File: src/rtl/dir_pkg.sv
package dir_pkg;
  typedef enum logic [1:0] {
    RQ_GETS = 2'd0,
    RQ_GETX = 2'd1,
    RQ_PUTM = 2'd2,
    RQ_NONE = 2'd3
  } req_t;

  typedef enum logic [3:0] {
    MS_DATA_S   = 4'd0,
    MS_DATA_E   = 4'd1,
    MS_INV      = 4'd2,
    MS_FWD_GETS = 4'd3,
    MS_FWD_GETX = 4'd4,
    MS_WB_ACK   = 4'd5,
    MS_RECALL   = 4'd6,
    MS_MEM_RD   = 4'd7,
    MS_MEM_WR   = 4'd8
  } msg_t;

  typedef enum logic [2:0] {
    ST_IDLE,
    ST_SENDV,
    ST_WAITA,
    ST_WAITO,
    ST_MRD,
    ST_WAITM
  } fsm_t;
endpackage

File: src/rtl/dir_home_check.sv
module dir_home_check #(
  parameter int ADDR_W  = 16,
  parameter int OFF_W   = 4,
  parameter int CW      = 2,
  parameter int IDX_W   = 2,
  parameter int TILE_ID = 0
) (
  input  logic [ADDR_W-1:0]              addr,
  output logic                           home,
  output logic [IDX_W-1:0]               idx,
  output logic [ADDR_W-OFF_W-CW-IDX_W-1:0] tag
);
  assign home = (addr[OFF_W +: CW] == CW'(TILE_ID));
  assign idx  = addr[OFF_W+CW +: IDX_W];
  assign tag  = addr[ADDR_W-1 : OFF_W+CW+IDX_W];
endmodule

File: src/rtl/dir_pick.sv
module dir_pick #(
  parameter int W  = 4,
  parameter int CW = 2
) (
  input  logic [W-1:0]  vec,
  output logic          any,
  output logic [CW-1:0] idx,
  output logic [W-1:0]  onehot
);
  always_comb begin
    idx = '0;
    for (int i = W - 1; i >= 0; i--) begin
      if (vec[i]) idx = CW'(i);
    end
    any    = |vec;
    onehot = any ? (W'(1) << idx) : '0;
  end
endmodule

File: src/rtl/dir_line_store.sv
module dir_line_store #(
  parameter int LINES = 4,
  parameter int IDX_W = 2,
  parameter int TAG_W = 8,
  parameter int NT    = 4
) (
  input  logic             clk,
  input  logic             rst_n,
  input  logic [IDX_W-1:0] rd_idx,
  output logic             rd_valid,
  output logic [TAG_W-1:0] rd_tag,
  output logic             rd_mst,
  output logic             rd_dirty,
  output logic [NT-1:0]    rd_sh,
  input  logic             wr_en,
  input  logic [IDX_W-1:0] wr_idx,
  input  logic             wr_valid,
  input  logic [TAG_W-1:0] wr_tag,
  input  logic             wr_mst,
  input  logic             wr_dirty,
  input  logic [NT-1:0]    wr_sh
);
  logic             v_q [LINES];
  logic [TAG_W-1:0] t_q [LINES];
  logic             m_q [LINES];
  logic             d_q [LINES];
  logic [NT-1:0]    s_q [LINES];

  for (genvar g = 0; g < LINES; g++) begin : g_line
    always_ff @(posedge clk) begin
      if (!rst_n) begin
        v_q[g] <= 1'b0;
        t_q[g] <= '0;
        m_q[g] <= 1'b0;
        d_q[g] <= 1'b0;
        s_q[g] <= '0;
      end else if (wr_en && wr_idx == IDX_W'(g)) begin
        v_q[g] <= wr_valid;
        t_q[g] <= wr_tag;
        m_q[g] <= wr_mst;
        d_q[g] <= wr_dirty;
        s_q[g] <= wr_sh;
      end
    end
  end

  assign rd_valid = v_q[rd_idx];
  assign rd_tag   = t_q[rd_idx];
  assign rd_mst   = m_q[rd_idx];
  assign rd_dirty = d_q[rd_idx];
  assign rd_sh    = s_q[rd_idx];
endmodule

File: src/rtl/dir_home_slice.sv
module dir_home_slice
  import dir_pkg::*;
#(
  parameter int GRID    = 2,
  parameter int TILE_ID = 1,
  parameter int ADDR_W  = 16,
  parameter int OFF_W   = 4,
  parameter int LINES   = 4
) (
  input  logic                          clk,
  input  logic                          rst_n,
  input  logic                          req_valid,
  output logic                          req_ready,
  input  logic [1:0]                    req_type,
  input  logic [$clog2(GRID*GRID)-1:0]  req_core,
  input  logic [ADDR_W-1:0]             req_addr,
  input  logic                          ack_valid,
  input  logic [$clog2(GRID*GRID)-1:0]  ack_core,
  input  logic                          mem_valid,
  output logic                          msg_valid,
  output logic [3:0]                    msg_type,
  output logic [$clog2(GRID*GRID)-1:0]  msg_dest,
  output logic [ADDR_W-1:0]             msg_addr,
  output logic                          err_misroute
);
  localparam int NT    = GRID * GRID;
  localparam int CW    = $clog2(NT);
  localparam int IDX_W = $clog2(LINES);
  localparam int TAG_W = ADDR_W - OFF_W - CW - IDX_W;

  function automatic logic [NT-1:0] core_bit(input logic [CW-1:0] c);
    return NT'(1) << c;
  endfunction

  function automatic logic [ADDR_W-1:0] line_addr(input logic [TAG_W-1:0] t,
                                                  input logic [IDX_W-1:0] i);
    return {t, i, CW'(TILE_ID), OFF_W'(0)};
  endfunction

  fsm_t              st_q, st_n;
  logic [ADDR_W-1:0] cur_addr;
  logic [CW-1:0]     cur_core;
  req_t              cur_type;
  logic [NT-1:0]     vec_q, vec_n, pend_q, pend_ld_val, ack_mask;
  logic              pend_ld;
  msg_t              vtype_q, vtype_n;
  logic              evict_q, evict_n, vdirty_q, vdirty_n;

  logic              req_home, cur_home;
  logic [IDX_W-1:0]  req_idx, cur_idx, rd_idx;
  logic [TAG_W-1:0]  req_tag, cur_tag;

  dir_home_check #(.ADDR_W(ADDR_W), .OFF_W(OFF_W), .CW(CW), .IDX_W(IDX_W), .TILE_ID(TILE_ID))
    u_req_chk (.addr(req_addr), .home(req_home), .idx(req_idx), .tag(req_tag));
  dir_home_check #(.ADDR_W(ADDR_W), .OFF_W(OFF_W), .CW(CW), .IDX_W(IDX_W), .TILE_ID(TILE_ID))
    u_cur_chk (.addr(cur_addr), .home(cur_home), .idx(cur_idx), .tag(cur_tag));

  logic             rd_valid, rd_mst, rd_dirty;
  logic [TAG_W-1:0] rd_tag;
  logic [NT-1:0]    rd_sh;
  logic             wr_en, wr_valid, wr_mst, wr_dirty;
  logic [TAG_W-1:0] wr_tag;
  logic [NT-1:0]    wr_sh;

  assign rd_idx = (st_q == ST_IDLE) ? req_idx : cur_idx;

  dir_line_store #(.LINES(LINES), .IDX_W(IDX_W), .TAG_W(TAG_W), .NT(NT)) u_store (
    .clk(clk), .rst_n(rst_n), .rd_idx(rd_idx),
    .rd_valid(rd_valid), .rd_tag(rd_tag), .rd_mst(rd_mst), .rd_dirty(rd_dirty), .rd_sh(rd_sh),
    .wr_en(wr_en), .wr_idx(rd_idx), .wr_valid(wr_valid), .wr_tag(wr_tag),
    .wr_mst(wr_mst), .wr_dirty(wr_dirty), .wr_sh(wr_sh));

  logic          own_any, vec_any;
  logic [CW-1:0] own_idx, vec_idx;
  logic [NT-1:0] own_oh, vec_oh;

  dir_pick #(.W(NT), .CW(CW)) u_own (.vec(rd_sh), .any(own_any), .idx(own_idx), .onehot(own_oh));
  dir_pick #(.W(NT), .CW(CW)) u_vec (.vec(vec_q), .any(vec_any), .idx(vec_idx), .onehot(vec_oh));

  // named internal events for the checker
  logic ev_accept, ev_err;
  logic m_v;
  msg_t m_t;
  logic [CW-1:0]     m_d;
  logic [ADDR_W-1:0] m_a;

  logic          hit;
  logic [NT-1:0] rbit, others;
  req_t          rq;

  assign req_ready = (st_q == ST_IDLE);
  assign ev_accept = req_valid && req_ready;
  assign rq        = req_t'(req_type);

  always_comb begin
    st_n = st_q;
    vec_n = vec_q;
    vtype_n = vtype_q;
    evict_n = evict_q;
    vdirty_n = vdirty_q;
    pend_ld = 1'b0;
    pend_ld_val = '0;
    wr_en = 1'b0;
    wr_valid = rd_valid;
    wr_tag = rd_tag;
    wr_mst = rd_mst;
    wr_dirty = rd_dirty;
    wr_sh = rd_sh;
    m_v = 1'b0;
    m_t = MS_DATA_S;
    m_d = cur_core;
    m_a = line_addr(cur_tag, cur_idx);
    ev_err = 1'b0;
    hit = 1'b0;
    rbit = core_bit(cur_core);
    others = '0;
    unique case (st_q)
      ST_IDLE: if (ev_accept) begin
        rbit = core_bit(req_core);
        hit = rd_valid && (rd_tag == req_tag);
        m_d = req_core;
        m_a = line_addr(req_tag, req_idx);
        others = rd_sh & ~rbit;
        if (!req_home) begin
          ev_err = 1'b1;
        end else if (rq == RQ_PUTM) begin
          m_v = 1'b1;
          m_t = MS_WB_ACK;
          if (hit && rd_mst && rd_sh == rbit) begin
            wr_en = 1'b1; wr_mst = 1'b0; wr_dirty = 1'b1; wr_sh = '0;
          end
        end else if (rq != RQ_NONE && hit) begin
          m_v = 1'b1;
          if (rd_mst && own_idx != req_core) begin
            m_t = (rq == RQ_GETS) ? MS_FWD_GETS : MS_FWD_GETX;
            m_d = own_idx;
            st_n = ST_WAITO;
          end else if (rd_mst) begin
            m_t = MS_DATA_E;
          end else if (rq == RQ_GETS) begin
            m_t = MS_DATA_S;
            wr_en = 1'b1; wr_sh = rd_sh | rbit;
          end else if (others == '0) begin
            m_t = MS_DATA_E;
            wr_en = 1'b1; wr_mst = 1'b1; wr_sh = rbit;
          end else begin
            m_v = 1'b0;
            vec_n = others; pend_ld = 1'b1; pend_ld_val = others;
            vtype_n = MS_INV; evict_n = 1'b0;
            st_n = ST_SENDV;
          end
        end else if (rq != RQ_NONE) begin
          vdirty_n = rd_valid && (rd_dirty || rd_mst);
          if (rd_valid && rd_sh != '0) begin
            vec_n = rd_sh; pend_ld = 1'b1; pend_ld_val = rd_sh;
            vtype_n = MS_RECALL; evict_n = 1'b1;
            st_n = ST_SENDV;
          end else if (vdirty_n) begin
            m_v = 1'b1; m_t = MS_MEM_WR; m_d = '0;
            m_a = line_addr(rd_tag, req_idx);
            st_n = ST_MRD;
          end else begin
            m_v = 1'b1; m_t = MS_MEM_RD; m_d = '0;
            st_n = ST_WAITM;
          end
        end
      end
      ST_SENDV: begin
        m_v = 1'b1; m_t = vtype_q; m_d = vec_idx;
        vec_n = vec_q & ~vec_oh;
        if (vec_n == '0) st_n = ST_WAITA;
      end
      ST_WAITA: if (pend_q == '0) begin
        if (!evict_q) begin
          m_v = 1'b1; m_t = MS_DATA_E;
          wr_en = 1'b1; wr_mst = 1'b1; wr_sh = rbit;
          st_n = ST_IDLE;
        end else if (vdirty_q) begin
          m_v = 1'b1; m_t = MS_MEM_WR; m_d = '0;
          m_a = line_addr(rd_tag, cur_idx);
          st_n = ST_MRD;
        end else begin
          m_v = 1'b1; m_t = MS_MEM_RD; m_d = '0;
          st_n = ST_WAITM;
        end
      end
      ST_MRD: begin
        m_v = 1'b1; m_t = MS_MEM_RD; m_d = '0;
        st_n = ST_WAITM;
      end
      ST_WAITM: if (mem_valid) begin
        m_v = 1'b1;
        m_t = (cur_type == RQ_GETX) ? MS_DATA_E : MS_DATA_S;
        wr_en = 1'b1; wr_valid = 1'b1; wr_tag = cur_tag; wr_dirty = 1'b0;
        wr_mst = (cur_type == RQ_GETX); wr_sh = rbit;
        st_n = ST_IDLE;
      end
      ST_WAITO: if (ack_valid && ack_core == own_idx) begin
        m_v = 1'b1; wr_en = 1'b1; wr_dirty = 1'b1;
        if (cur_type == RQ_GETS) begin
          m_t = MS_DATA_S; wr_mst = 1'b0; wr_sh = rd_sh | rbit;
        end else begin
          m_t = MS_DATA_E; wr_mst = 1'b1; wr_sh = rbit;
        end
        st_n = ST_IDLE;
      end
      default: st_n = ST_IDLE;
    endcase
  end

  assign ack_mask = ack_valid ? core_bit(ack_core) : '0;

  always_ff @(posedge clk) begin
    if (!rst_n) begin
      st_q <= ST_IDLE;
      cur_addr <= '0;
      cur_core <= '0;
      cur_type <= RQ_NONE;
      vec_q <= '0;
      pend_q <= '0;
      vtype_q <= MS_INV;
      evict_q <= 1'b0;
      vdirty_q <= 1'b0;
      msg_valid <= 1'b0;
      msg_type <= '0;
      msg_dest <= '0;
      msg_addr <= '0;
      err_misroute <= 1'b0;
    end else begin
      st_q <= st_n;
      if (ev_accept) begin
        cur_addr <= req_addr;
        cur_core <= req_core;
        cur_type <= rq;
      end
      vec_q <= vec_n;
      pend_q <= pend_ld ? pend_ld_val : (pend_q & ~ack_mask);
      vtype_q <= vtype_n;
      evict_q <= evict_n;
      vdirty_q <= vdirty_n;
      msg_valid <= m_v;
      msg_type <= m_t;
      msg_dest <= m_d;
      msg_addr <= m_a;
      err_misroute <= ev_err;
    end
  end

  logic unused_ok;
  assign unused_ok = cur_home ^ own_any ^ vec_any ^ (|own_oh);
endmodule

File: config.mk
export PLATFORM = sky130hd
export DESIGN_NAME = dir_home_slice
export DESIGN_NICKNAME = d
export VERILOG_FILES = /design/src/rtl/dir_pkg.sv /design/src/rtl/dir_home_check.sv /design/src/rtl/dir_pick.sv /design/src/rtl/dir_line_store.sv /design/src/rtl/dir_home_slice.sv
export SDC_FILE = /design/constraint.sdc
export NUM_CORES = 1
export LEC_CHECK = 0
export BUFFER_PORTS_ARGS = -buffer_cell sky130_fd_sc_hd__buf_2
export CELL_PAD_IN_SITES_DETAIL_PLACEMENT = 0
export CELL_PAD_IN_SITES_GLOBAL_PLACEMENT = 1
export CORE_UTILIZATION = 53
export CTS_BUF_LIST = sky130_fd_sc_hd__clkbuf_4
export CTS_CLUSTER_DIAMETER = 60
export DETAILED_ROUTE_END_ITERATION = 10
export GPL_ROUTABILITY_DRIVEN = 0
export PLACE_DENSITY = 0.95
export SYNTH_ARGS = -nofsm -noshare
export SYNTH_HDL_FRONTEND = slang
export SYNTH_HIERARCHICAL = 1
export SYNTH_SLANG_ARGS = --single-unit
File: constraint.sdc
create_clock -name clk -period 10.3 [get_ports clk]
set_clock_uncertainty 0.1 [all_clocks]
set_input_delay 1.03 -clock clk [delete_from_list [all_inputs] [get_ports clk]]
set_output_delay 1.03 -clock clk [all_outputs]
set_load 0.05 [all_outputs]
==> summary.md, run 1 <==
| Metric | Value |
|---|---|
| Clock-pin transition on the worst setup and hold timing paths | `0.17 ns` |
| Failing checks | `design-rule violations` |
| Peak supply drop | `0.0918 mV` |
| Via Count | `4893` |
| Worst Setup End Kind | `flip-flop` |
| GRT overflow | `0` |
| Worst EP arrival | `6.27 ns` |
| Ports | `52` |
| Post-DP HPWL | `10500 um` |
| Die area | `12400 sq um` |
| Post-Synthesis Cells | `642` |
| Type of the worst min-delay path | `reg -> reg` |
| All-Layer GR Usage | `25.3%` |
| Tmin final | `6.23 ns` |
| CTS Buffer Depth | `2` |
| Cts hold-fix bufs | `0` |
| Setup WS pre-CTS | `4.15 ns` |
| Worst r2r src | `st_q[0]` |
| TritonRoute pass-1 iters | `8` |
| Initial core utilization | `54.9%` |
| Hold path endpoint | `u_store/m_q[2]` |
| Hold_sp | `u_store/m_q[2]` |
| Final Hold Fails | `0` |
| Htree depth | `3` |
| Wire per inst | `19.3 um` |
| RSZ-0062 raised after global routing | `no` |
| Status | `finished, violations left` |
| CORE AREA | `11600 sq um` |
| Most frequent cells in the layout | `76 x nand2_1, 60 x and2_1, 57 x edfxtp_1` |
| Final period util | `60.5%` |
| Synth Area per Inst | `9.89 sq um` |
| Lkg Pwr | `2.51 nW` |
| First-pass GRT wire length | `24500 um` |
| R2R depth | `12` |
| WHS | `0.381 ns` |
| Number of CTS-inserted buffers | `9` |
| Crit path from | `st_q[0]` |
| Max-cap check violation count | `0` |
| Final Max Slew Viols | `0` |
| Initial antenna violation count | `0` |
| Row Count | `39` |
| CP Class | `reg -> reg` |
| Die H | `111 um` |
| Post-CTS Resized | `0` |
| PortBufs | `42` |
| Reg-to-Reg End | `u_store/s_q[2][2]` |
| # DRC | `8` |
| Clock Latency Late Sink | `0.50 ns` |
| Clock root buffer | `clkbuf_4` |
| Initial drt markers | `502` |
| Fin nets | `673` |
| Max Freq | `160 MHz` |
| Final setup TNS | `0 ns` |
| Die X | `111 um` |
| Ant. Diodes | `0` |
| Crit path required time | `10.34 ns` |
| Post-DRT Antenna Nets | `0` |
| Largest net degree at the start of global routing | `36` |
| R2r setup slk | `4.07 ns` |
| Hold Crit Depth | `2` |
| Layout cells sized above 1 | `16.8%` |
| Mapped Area | `6350 sq um` |
| # Post-CTS Setup Buffers | `0` |
| Final WL | `15100 um` |
| Slew headroom | `34.4%` |
| Final setup viols | `0` |
| Synth warn | `6` |
| CP Max Fanout | `28` |
| CTS tree | `built` |
| Pwr/cell area | `226 nW/um^2` |
| Via density per instance | `6.23` |
| Startpoint types | `flip-flop` |
| Clock sink total | `106` |
| Util after Layout | `56.6%` |
| Worst-Margin Slew | `0.978 ns` |
| Final worst slack | `4.07 ns` |
| Most common cell after layout, fill and taps aside | `nand2_1` |
| Area Overhead vs Synth | `3.08%` |
| Number of global-route vias before repair | `4706` |
## state kept, by name, summed over array words and instances, names as in the netlist, 2 cells and up
| name | flops |
|---|---|
| st_q | 3 |
| u_store/s_q | 16 |
| cur_addr | 10 |
| msg_dest | 2 |
| vec_q | 4 |
| u_store/t_q | 32 |
| cur_core | 2 |
| msg_addr | 11 |
| pend_q | 4 |
| cur_type | 2 |
| u_store/m_q | 4 |
| u_store/d_q | 4 |
| msg_type | 4 |
| u_store/v_q | 4 |
## metrics by stage
step | instance area, sq um | power, mW | instances
detailed placement | 6410 | 1.26 | 770
CTS | 6540 | 1.47 | 786
finish | 6540 | 1.48 | 786
floorplan | 6360 | 1.12 | 646
global route | 6540 | 1.56 | 786
global placement | 6410 | 1.25 | 770
## worst max path at each step
stage	endpoint	slack [ns]	cells past startpoint
after global routing	u_store/s_q[2][2]	3.66	12
after floorplan	u_store/d_q[0]	4.44	16
final	u_store/s_q[2][2]	4.07	12
after CTS	u_store/s_q[2][2]	4.12	12
after global placement	u_store/t_q[2][4]	4.30	12
after detailed placement	u_store/t_q[2][4]	4.15	12
## where the power goes
part	switching [mW]	total (mW)	internal, mW
clock	0.154	0.210	0.0559
combinational	0.475	0.727	0.252
sequential	0.0417	0.540	0.498
total	0.672	1.48	0.806
## cell type report
class	count	area [sq um]
Clock buffer	9	67.6
Clock inverter	7	67.6
Fill cell	1007	5020
Inverter	17	63.8
Multi-Input combinational cell	457	3220
Sequential cell	106	2690
Tap cell	143	179
Timing Repair Buffer	47	248
## critical path: stages, from the launching register on
cell	delay [ns]
dfxtp_1	0.95
or2_2	0.35
nor2_1	0.09
mux2_2	0.66
mux4_2	0.72
nor3_1	0.50
xor2_1	0.14
nor3_1	0.63
nand3_1	0.25
nand3_1	0.26
a211o_1	0.28
and3b_1	0.32
nand2b_1	0.60
## routing by layer
layer,GRT usage [%],routed length (um)
met1,34.5,6730
met2,40.8,7250
met3,3.21,815
met4,11.1,343
met5,0,0
(Power assumes the default switching activity.)
==> run 2: changes to the inputs <==
--- a/config.mk
+++ b/config.mk
@@ -8,12 +8,12 @@
 export BUFFER_PORTS_ARGS = -buffer_cell sky130_fd_sc_hd__buf_2
 export CELL_PAD_IN_SITES_DETAIL_PLACEMENT = 0
 export CELL_PAD_IN_SITES_GLOBAL_PLACEMENT = 1
-export CORE_UTILIZATION = 53
+export CORE_UTILIZATION = 44
 export CTS_BUF_LIST = sky130_fd_sc_hd__clkbuf_4
 export CTS_CLUSTER_DIAMETER = 60
 export DETAILED_ROUTE_END_ITERATION = 10
 export GPL_ROUTABILITY_DRIVEN = 0
-export PLACE_DENSITY = 0.95
+export PLACE_DENSITY = 0.88
 export SYNTH_ARGS = -nofsm -noshare
 export SYNTH_HDL_FRONTEND = slang
 export SYNTH_HIERARCHICAL = 1
==> constraint.sdc (replaced) <==
create_clock -name clk -period 5.3 [get_ports clk]
set_clock_uncertainty 0.1 [all_clocks]
set_input_delay 0.53 -clock clk [delete_from_list [all_inputs] [get_ports clk]]
set_output_delay 0.53 -clock clk [all_outputs]
set_load 0.05 [all_outputs]
==> summary.md, run 2 (synthesis results as in run 1) <==
| Metric | Value |
|---|---|
| Status | `complete, no violations` |
| Final WL | `16000 um (+5.4%)` |
| Max-cap check violation count | `0 (unchanged)` |
| Clock-pin transition on the worst setup and hold timing paths | `0.17 ns (about the same)` |
| Crit-path cells | `or2_2, nor2_1, buf_4, mux2_2, mux4_1, ha_1, or4_1, nand2_1, nor4bb_1, a211o_1, and3b_1, nand2b_2` |
| CP Class | `reg -> reg` |
| Most common cell after layout, fill and taps aside | `nand2_1` |
| CP Max Fanout | `23 (-18%)` |
| Cts hold-fix bufs | `0 (unchanged)` |
| Post-CTS Resized | `0 (unchanged)` |
| WHS | `0.185 ns (-0.196 ns)` |
| Fin nets | `691 (+2.7%)` |
| CP max stage delay | `0.63 ns (-0.32 ns)` |
| # Post-CTS Setup Buffers | `0 (unchanged)` |
| # DRC | `0 (-8)` |
| All-Layer GR Usage | `22.1% (-3.2 points)` |
| Layout cells sized above 1 | `19.4% (+2.6 points)` |
| Clock sink total | `106 (unchanged)` |
| Final setup viols | `0 (unchanged)` |
| TritonRoute pass-1 iters | `7 (-1)` |
| Row Count | `43 (+10%)` |
| Crit path required time | `5.36 ns (-4.98 ns)` |
| Number of CTS-inserted buffers | `9 (unchanged)` |
| Final Max Slew Viols | `0 (unchanged)` |
| Area Overhead vs Synth | `6.01%` |
| Register with the most flip-flops | `u_store/t_q` |
| Clock root buffer | `clkbuf_4` |
| Largest regs | `u_store/t_q: 32 flops, u_store/s_q: 16 flops, msg_addr: 11 flops` |
| Via Count | `4981 (+1.8%)` |
| Total power | `2.94 mW (+99%)` |
| Ports | `52 (unchanged)` |
| Die X | `122 um (+9.6%)` |
| Final worst slack | `0.312 ns (-3.76 ns)` |
| Number of global-route vias before repair | `4794 (+1.9%)` |
| Type of the worst min-delay path | `in -> reg` |
| GRT overflow | `0 (unchanged)` |
| Largest register FFs | `32 (unchanged)` |
| Initial core utilization | `45.4% (-9.5 points)` |
| Via density per instance | `5.92 (-5.0%)` |
| R2r setup slk | `0.31 ns (-3.76 ns)` |
| Peak supply drop | `0.149 mV (+63%)` |
| Wire per inst | `18.9 um (-1.6%)` |
| Setup WS pre-CTS | `0.410 ns (-3.74 ns)` |
| Die area | `14900 sq um (+20%)` |
| Tmin final | `4.99 ns (-1.24 ns)` |
| Startpoint types | `flip-flop` |
| Clock Latency Late Sink | `0.48 ns (-0.02 ns)` |
| Slew headroom | `35.0% (+0.53 points)` |
| Pwr/cell area | `437 nW/um^2 (+93%)` |
| CTS Buffer Depth | `2 (unchanged)` |
| Final Hold Fails | `0 (unchanged)` |
| CORE AREA | `14000 sq um (+21%)` |
| RSZ-0062 raised after global routing | `no` |
| First-pass GRT wire length | `25100 um (+2.4%)` |
| Initial antenna violation count | `0 (unchanged)` |
| Worst-Margin Slew | `0.966 ns (-0.0116 ns)` |
| Post-DP HPWL | `11400 um (+8.3%)` |
| Largest net degree at the start of global routing | `36 (unchanged)` |
| Worst EP arrival | `5.05 ns (-1.22 ns)` |
| Most frequent cells in the layout | `76 x nand2_1, 60 x and2_1, 57 x edfxtp_1` |
| Post-DRT Antenna Nets | `0 (unchanged)` |
| CTS tree | `built` |
| Htree depth | `3 (unchanged)` |
| Lkg Pwr | `2.61 nW (+3.7%)` |
| Final setup TNS | `0 ns (unchanged)` |
| Final period util | `94.1% (+34 points)` |
| Max Freq | `200 MHz (+25%)` |
| Initial drt markers | `569 (+13%)` |
| Die H | `122 um (+9.6%)` |
| PortBufs | `42 (unchanged)` |
| Worst Setup End Kind | `flip-flop` |
| Crit path max-delay cell type | `or4_1` |
[run 2: cell count changes in the layout (fill, tap and decap cells not counted)]
cell	delta
buf_4	+18
clkbuf_4	+1
clkinv_1	-1
clkinv_4	+4
clkinvlp_4	-1
diode_2	+1
inv_6	-1
inv_8	-2
nand2b_1	-1
nand2b_2	+1
[run 2: path summary, 6_finish.rpt]
kind	from	endpoint	depth (start not counted)
worst min register to register	cur_addr[14]	cur_addr[14]	2
worst max-delay path	st_q[2]	u_store/s_q[2][1]	12
worst max register to register	st_q[2]	u_store/s_q[2][1]	12
worst min-delay path	req_addr[6]	msg_addr[6]	3
[run 2: worst max-delay path: cells and delay by family (launching register included)]
family	cells	cell delay, ns
simple gates	7	2.23
mux	2	1.10
compound gates	1	0.37
flops	1	0.34
fa+ha+maj	1	0.29
buf+inv	1	0.24
[run 2: per-stage QoR]
step | util (%) | cells | cell area (sq um)
floorplan | - | 646 | 6370
global placement | 47.1 | 825 | 6590
finish | 48.1 | 842 | 6730
detailed placement | 47.1 | 825 | 6590
global route | 48.1 | 841 | 6730
CTS | 48.1 | 841 | 6730
[run 2: power breakdown]
group	leakage, nW	switching [mW]	internal (mW)
sequential	0.990	0.0477	0.968
clock	0.0739	0.291	0.111
combinational	1.54	0.984	0.537
total	2.61	1.32	1.62
[run 2: final cells by class]
type,count,area [sq um]
Clock buffer,10,75.1
Clock inverter,6,60.1
Inverter,17,63.8
Sequential cell,106,2690
Timing Repair Buffer,65,383
Fill cell,1278,7260
Multi-Input combinational cell,457,3230
Antenna cell,1,2.50
Tap cell,180,225
[run 2: routing by layer]
| metal | vias up | global-route usage (%) | share of wire [%] |
|---|---|---|---|
| met2 | 206 | 36.8 | 49 |
| met4 | 0 | 9.07 | 2.3 |
| met5 | - | 0 | 0 |
| li1 | 2331 | - | - |
| met3 | 30 | 2.67 | 6.1 |
| met1 | 2414 | 28.9 | 42 |
